===== src/rtl/true_point_selector.sv =====
module true_point_selector #(
  parameter int NUM_LAYERS = 5,
  parameter int Y_W        = 18,
  parameter int CNT_W      = 8,
  parameter int XEXT_W     = 8,
  parameter logic [NUM_LAYERS*XEXT_W-1:0] VEXT = {8'd6, 8'd5, 8'd4, 8'd3, 8'd2}
) (
  input  logic                              clk,
  input  logic                              rst_n,
  input  logic                              in_valid,
  input  logic [$clog2(NUM_LAYERS+1)-1:0]   in_layer,
  input  logic [Y_W-1:0]                    in_y,
  input  logic                              in_orient,
  input  logic                              in_p,
  input  logic                              in_d,
  input  logic [XEXT_W-1:0]                 in_xext,
  output logic                              out_valid,
  output logic [$clog2(NUM_LAYERS+1)-1:0]   out_layer,
  output logic [Y_W-1:0]                    out_y,
  output logic                              out_orient,
  output logic                              out_p,
  output logic                              out_d,
  output logic                              out_true,
  output logic                              out_tend,
  output logic                              out_err,
  output logic                              cy_valid,
  output logic [$clog2(NUM_LAYERS+1)-1:0]   cy_layer,
  output logic [Y_W-1:0]                    cy_y,
  output logic                              cy_orient,
  output logic                              cy_d,
  output logic [XEXT_W-1:0]                 cy_xext
);
  localparam int LW = $clog2(NUM_LAYERS + 1);

  logic signed [CNT_W-1:0] lc [NUM_LAYERS];
  logic signed [CNT_W-1:0] rc [NUM_LAYERS];

  wire k_start = !in_p && !in_d;
  wire k_end   = !in_p &&  in_d;
  wire k_old   =  in_p &&  in_d;
  wire k_virt  =  in_p && !in_d;

  wire is_marker = in_valid && (in_layer == '0);
  wire in_range  = (in_layer != '0) && (in_layer <= LW'(NUM_LAYERS));
  wire is_pt     = in_valid && in_range;
  wire [LW-1:0] idx = in_range ? in_layer - LW'(1) : '0;

  wire signed [CNT_W-1:0] step = in_orient ? '1 : CNT_W'(1);
  wire signed [CNT_W-1:0] dl   = (k_old || k_end)   ? step : '0;
  wire signed [CNT_W-1:0] dr   = (k_old || k_start) ? step : '0;

  logic signed [CNT_W-1:0] lc_sel, rc_sel;
  always_comb begin
    lc_sel = '0;
    rc_sel = '0;
    for (int i = 0; i < NUM_LAYERS; i++) begin
      if (idx == LW'(i)) begin
        lc_sel = lc[i];
        rc_sel = rc[i];
      end
    end
  end

  wire signed [CNT_W-1:0] lc_new = lc_sel + dl;
  wire signed [CNT_W-1:0] rc_new = rc_sel + dr;

  function automatic logic covered(input logic [CNT_W-1:0] v);
    return !v[CNT_W-1] && (v != '0);
  endfunction

  wire ch_l = covered(lc_sel) ^ covered(lc_new);
  wire ch_r = covered(rc_sel) ^ covered(rc_new);

  wire tru  = is_pt && (ch_l || ch_r);
  wire tend = is_pt && (ch_l ^ ch_r);
  wire err  = is_pt && (lc_new[CNT_W-1] || rc_new[CNT_W-1]);

  wire spawn = is_pt && k_end && tru &&
               (in_orient ? covered(rc_new) : !covered(rc_new));
  wire carry = is_pt && (k_start || k_old || k_virt || spawn);

  wire [XEXT_W-1:0] reach = VEXT[idx*XEXT_W +: XEXT_W];
  wire [XEXT_W-1:0] xext_n = spawn ? reach : (k_start ? '0 : in_xext);

  always_ff @(posedge clk) begin
    for (int i = 0; i < NUM_LAYERS; i++) begin
      if (!rst_n || is_marker) begin
        lc[i] <= '0;
        rc[i] <= '0;
      end else if (is_pt && idx == LW'(i)) begin
        lc[i] <= lc_new;
        rc[i] <= rc_new;
      end
    end
  end

  always_ff @(posedge clk) begin
    if (!rst_n) begin
      out_valid  <= 1'b0;
      out_layer  <= '0;
      out_y      <= '0;
      out_orient <= 1'b0;
      out_p      <= 1'b0;
      out_d      <= 1'b0;
      out_true   <= 1'b0;
      out_tend   <= 1'b0;
      out_err    <= 1'b0;
      cy_valid   <= 1'b0;
      cy_layer   <= '0;
      cy_y       <= '0;
      cy_orient  <= 1'b0;
      cy_d       <= 1'b0;
      cy_xext    <= '0;
    end else begin
      out_valid  <= in_valid;
      out_layer  <= in_layer;
      out_y      <= in_y;
      out_orient <= in_orient;
      out_p      <= in_p;
      out_d      <= in_d;
      out_true   <= tru;
      out_tend   <= tend;
      out_err    <= err;
      cy_valid   <= carry;
      cy_layer   <= in_layer;
      cy_y       <= in_y;
      cy_orient  <= in_orient;
      cy_d       <= !(k_virt || spawn);
      cy_xext    <= xext_n;
    end
  end
endmodule


===== config.mk =====
export PLATFORM = sky130hd
export DESIGN_NAME = true_point_selector
export DESIGN_NICKNAME = d
export VERILOG_FILES = /design/src/rtl/true_point_selector.sv
export SDC_FILE = /design/constraint.sdc
export NUM_CORES = 1
export LEC_CHECK = 0
export ABC_AREA = 1
export BUFFER_PORTS_ARGS = -buffer_cell sky130_fd_sc_hd__buf_2
export CAP_MARGIN = 25
export CORE_UTILIZATION = 51
export DETAILED_ROUTE_END_ITERATION = 12
export PLACE_DENSITY_LB_ADDON = 0.12
export SLEW_MARGIN = 30
export SYNTH_ARGS = -nofsm -noshare
export SYNTH_HDL_FRONTEND = slang
export SYNTH_SLANG_ARGS = --single-unit

===== constraint.sdc =====
create_clock -name clk -period 4.5 [get_ports clk]
set_input_delay 0.225 -clock clk [delete_from_list [all_inputs] [get_ports clk]]
set_output_delay 0.225 -clock clk [all_outputs]
set_load 0.02 [all_outputs]

# ---- Word-level counts from Yosys, hierarchy flattened
# Memory sizes are Yosys's and may differ from the RTL's.
# Index checks and enable logic that the tools add are counted.
dict set report word_totals {
  reg_bits 38
  ram_bits 80
  in_bits 35
  output_inout_bits 60
  wordCells 127
  n_memories 2
}
# memory depth width read_ports rd_clocked_by_memory_dff write_ports line
set memory_table {}
lappend memory_table {lc 5 8 5 0 5 35} ;# logic signed [CNT_W-1:0] lc [NUM_LAYERS];
lappend memory_table {rc 5 8 5 0 5 36} ;# logic signed [CNT_W-1:0] rc [NUM_LAYERS];
dict set report classes {
  add_sub_neg 3
  order_cmp 1
  n_eq_ne 4
  shift 1
  muxes 44
  bitwise 13
  n_reduce_logical 47
}
# op n
set ops {}
lappend ops {{2-to-1 mux 8 bit} 25}
lappend ops {{variable part select 40 x 7 -> 8 bit, first input constant} 1}
lappend ops {{nonzero test 8 bit} 4}
lappend ops {{logical AND 1 bit} 23}
lappend ops {{2-to-1 mux 1 bit} 18}
lappend ops {{adder 8 bit} 2}
lappend ops {{bitwise OR 1 bit} 10}
lappend ops {{logical NOT 1 bit} 9}
lappend ops {{logical OR 1 bit} 8}
lappend ops {{== test 3 x 2 -> 1 bit, second input constant} 2}
lappend ops {{logical NOT 3 bit} 2}
lappend ops {{== test 3 x 1 -> 1 bit, second input constant} 1}
lappend ops {{== test 3 bit, second input constant} 1}
lappend ops {{less-or-equal comparator 3 bit, second input constant} 1}
lappend ops {{2-to-1 mux 3 bit} 1}
lappend ops {{nonzero test 3 bit} 1}
lappend ops {{subtractor 3 x 1 -> 3 bit, second input constant} 1}
lappend ops {{XOR 1 bit} 3}

# ---- Longest topological paths before layout
dict set report logic_depth {
  ltp_word 19
  ltp_mapped 35
}

# ---- Least setup slack after synthesis
# No wires, ideal clock.
dict set report synth_path {
  kind {in2reg}
  start {in in_layer[0]}
  end {reg cy_xext[0]}
  setup_time_ps 64
  arrival_time_ps 4251
  path_slack_ps 185
  cell_stages 25
  n_path_buf 0
  cell_sequence {inv_2 ha_1 xor2_2 nand3_4 nor3_4 inv_2 or2_1 nand2_1 inv_1 ha_1 fa_1 nand4_1 nand3_1 xnor2_1 nand3_1 nand3_2 inv_1 nand3_1 nand2_1 ha_1 nor3b_1 nand3_4 nand2_1 inv_1 nor2_1}
}
dict set report synth_between {
  elab_chain_cells 18
  elab_cells_between_ends 46
  cone_classes {add/sub (3); order compare (1); eq/ne (4); shift (1); mux (13); bitwise (2); reduce/logical (22)}
}
# item line
set synth_lines {}
lappend synth_lines {{from (decl)} 11} ;# input logic [$clog2(NUM_LAYERS+1)-1:0] in_layer,
lappend synth_lines {{less-or-equal comparator 3 bit or nonzero test 3 bit (tied branches)} 44} ;# wire in_range = (in_layer != '0) && (in_layer <= LW'(NUM_LAYERS));
lappend synth_lines {{logical AND 1 bit} 44}
lappend synth_lines {{2-to-1 mux 3 bit} 46} ;# wire [LW-1:0] idx = in_range ? in_layer - LW'(1) : '0;
lappend synth_lines {{logical NOT 3 bit} 57} ;# if (idx == LW'(i)) begin
lappend synth_lines {{2-to-1 mux 8 bit (5 in a row)} 57}
lappend synth_lines {{adder 8 bit, on equally long branches} {64, 65}}
lappend synth_lines {{nonzero test 8 bit or logical NOT 1 bit (tied branches)} 68} ;# return !v[CNT_W-1] && (v != '0);
lappend synth_lines {{logical AND 1 bit} 68}
lappend synth_lines {{XOR 1 bit, on equally long branches} {71, 72}}
lappend synth_lines {{logical OR 1 bit} 74} ;# wire tru = is_pt && (ch_l || ch_r);
lappend synth_lines {{logical AND 1 bit} 74}
lappend synth_lines {{logical AND 1 bit (2 in a row)} 78} ;# wire spawn = is_pt && k_end && tru &&
lappend synth_lines {{2-to-1 mux 8 bit (*)} 83} ;# wire [XEXT_W-1:0] xext_n = spawn ? reach : (k_start ? '0 : in_xext);
lappend synth_lines {{to (signal assigned)} 129} ;# cy_xext <= xext_n;
lappend synth_lines {{to (decl)} 31} ;# output logic [XEXT_W-1:0] cy_xext
# Every way passes the cells marked *; elsewhere a longest branch is shown, timed or not.
# A chain may end at the register's enable or synchronous reset.

# ---- Final worst setup path
# Ends and elaborated chain as after synthesis.

==> flow_metrics.tcl <==
set metrics [dict create \
    outcome "complete, no violations" \
    synth_cells 668 \
    power_per_cell_area_mw_per_mm2 426.2 \
    whs_ns 0.01303 \
    diodes 0 \
    rsz0062_at_grt "false" \
    syn_area_sq_mm 0.005922 \
    worstMarginPinSlew_ns 0.9292 \
    reg2reg_to "cy_xext[0]" \
    seq_area_frac_synth_pct 53.41 \
    async_flop_share_pct 0 \
    hold_depth 3 \
    slowest_delay_ns 0.39 \
    worstPathArrival_ns 4.46 \
    dp.cells 889 \
    nFillCells 917 \
    die_y_um 109.8 \
    r2r-start "rc[3][0]" \
    synth.net_count 729 \
    path_common_cell "nor2_1" \
    grt_overflow 0 \
    clockBufferDepth 2 \
    wirelength_um 14120 \
    timing.setup.tns_ns 0 \
    period_share_pct 91.29 \
    dieWidth_um 109.8 \
    final_cell_mix "nand2_1 (151), nor2_1 (117), buf_2 (94), inv_1 (91), edfxtp_1 (80)" \
    fin_cells 935 \
    timing.final.setup_violations 0 \
    wl_per_cell_um 15.10 \
    rows 38 \
    synth_cell_types 41 \
    pin_count 95 \
    routed-via-count 4668 \
    viasPerCell 4.993 \
    holdCritStartpoint "in_y[8]" \
    slew_viol_final 0 \
    drc 0 \
    clk_latency_ns 0.41 \
    dp.final_hpwl_um 9863 \
    drt_iter0_drc 262 \
    path_clk_slew_ns 0.05 \
    start_util_pct 53.46 \
    coreArea_sq_mm 0.01108 \
    critical_path_class "in -> reg" \
    grt_pass1_wl_um 22090 \
    crit_fanout 12 \
    avgSynthCellArea_sq_um 8.865 \
    crit_path_start_kind "input port" \
    gp_congestion 0.8584 \
    finClkSkew_ns 0.007726 \
    finalCriticalPeriod_ns 4.108 \
    place_ws_ns 0.01346 \
    yosysWarnings 0 \
    synth_edf_count 80 \
    layout.nets 844 \
    worstHoldEndpoint "cy_y[8]" \
    tritoncts "yes" \
    power.leakage_nw 3.693 \
    vdd_drop_max_uv 299.7 \
    antenna_found_initial 0 \
    drive_above_1_share_pct 21.01 \
    cap_violations 0 \
    grt_pass1_vias 4523 \
    io_buffer_count 94 \
    grtUsageTotal_pct 25.16 \
    critPathCaptureType "flip-flop" \
    cts_buffers 17 \
    finalHoldViolations 0 \
    synth-seq-cells 118 \
    cp_slowest_cell "fa_1" \
    worst_slack_ns 0.3920 \
    dr.pass1.iters 5 \
    ant_nets 0 \
    dieArea_sq_mm 0.01205 \
    grt_max_degree 31 \
    timing.fmax_mhz 243.4 \
    clock_sinks 118 \
    synthFlopType "edfxtp_1" \
    relSlewSlack_pct 37.64 \
    required_ns 4.85 \
    worstRegToRegCells 21 \
    r2r_setup_slack_ns 0.99 \
    root_buffer "clkbuf_16" \
    h-tree-depth 4 \
    post_cts_buffers 0 \
    hold_path_class "in -> reg" \
    syn_to_final_growth_pct 21.19 \
    final_common_cell "nand2_1" \
]
==> registers in the layout (all words and copies together), names as in the netlist, 3 cells and up <==
| name | count |
|---|---|
| cy_y | 18 |
| lc | 40 |
| cy_xext | 8 |
| cy_layer | 3 |
| rc | 40 |
==> cells in the mapped netlist, types with 3 or more instances <==
master    count  share of area, %
nor2_2        5              0.53
a21oi_1      22               1.9
nand2_1     151               9.6
o21ai_1       7              0.59
buf_2         4              0.34
or2_1         3              0.32
inv_2         5              0.32
nand2_2       3              0.32
nand3_1      32               2.7
ha_1         24               5.1
nand3_2       4              0.68
xnor2_1       6              0.89
nand4_1      11               1.2
clkbuf_1      7              0.44
inv_1        91               5.8
buf_4        24               3.0
o21ai_0       6              0.51
nor2_1      117               7.4
edfxtp_1     80                41
dfxtp_1      38                13
xor2_1        4              0.59
==> what timing repair did <==
action | 4_1_cts | 5_1_grt
hold endpoints to repair | 15 | 0
setup endpoints to repair | 0 | 1
resized for setup | 0 | 1
hold buffers | 15 | 0
==> kinds of logic after synthesis <==
group	Yosys count	share of synthesized area, %
fa+ha+maj	26	5.747
xor+xnor	11	1.754
buf+inv	133	10.16
flops	118	53.41
simple gates	335	24.49
compound gates	45	4.437
==> worst max-delay path: cells and delay by family <==
kind / cells / cell delay [ns]
simple gates: 16 / 1.79
buf+inv: 7 / 0.83
xor+xnor: 2 / 0.41
fa+ha+maj: 4 / 0.97
compound gates: 3 / 0.21
==> metal layers <==
metal  vias to the layer above  share of wire (%)  global-route usage [%]
met3                        22                4.4                   5.572
li1                       2339                  -                       -
met1                      2175                 43                   30.86
met2                       132                 50                   42.09
met4                         0                2.3                   12.00
met5                         -                  0                       0
==> power by group <==
| part | total, W | switching, W | internal [W] |
|---|---|---|---|
| clock network | 0.00118 | 0.000432 | 0.000744 |
| registers | 0.00125 | 0.0000186 | 0.00123 |
| logic | 0.000635 | 0.000422 | 0.000214 |
| total | 0.00306 | 0.000872 | 0.00219 |
==> cell type report <==
cell class	count	area [sq um]	share of cell area (%)
Sequential cell	118	3163	44.07
Multi-Input combinational cell	417	2161	30.11
Timing Repair Buffer	132	805.8	11.23
Clock buffer	24	451.7	6.294
Inverter	97	364.1	5.073
Tap cell	140	175.2	2.441
Clock inverter	7	56.30	0.7845
==> how the worst max path moves through the flow <==
stage                start  slack, ns          to  cells past startpoint
2_1_floorplan  in_layer[0]       0.19  cy_xext[0]                     25
5_1_grt        in_layer[0]       0.01  cy_xext[0]                     32
4_1_cts        in_layer[0]       0.42  cy_xext[0]                     32
3_3_place_gp   in_layer[0]       0.16  cy_xext[0]                     32
6_report       in_layer[0]       0.39  cy_xext[0]                     32
3_5_place_dp   in_layer[0]       0.01  cy_xext[0]                     32
==> stage by stage <==
step / power, W / util (%) / instance area (sq um)
final: 0.003059 / 64.78 / 7177
after global routing: 0.003195 / 64.78 / 7177
after CTS: 0.003065 / 64.75 / 7173
after floorplan: 0.001672 / - / 5922
after global placement: 0.001875 / 58.81 / 6515
after detailed placement: 0.001885 / 58.81 / 6515
No activity file was read; power rests on OpenSTA's default activity.
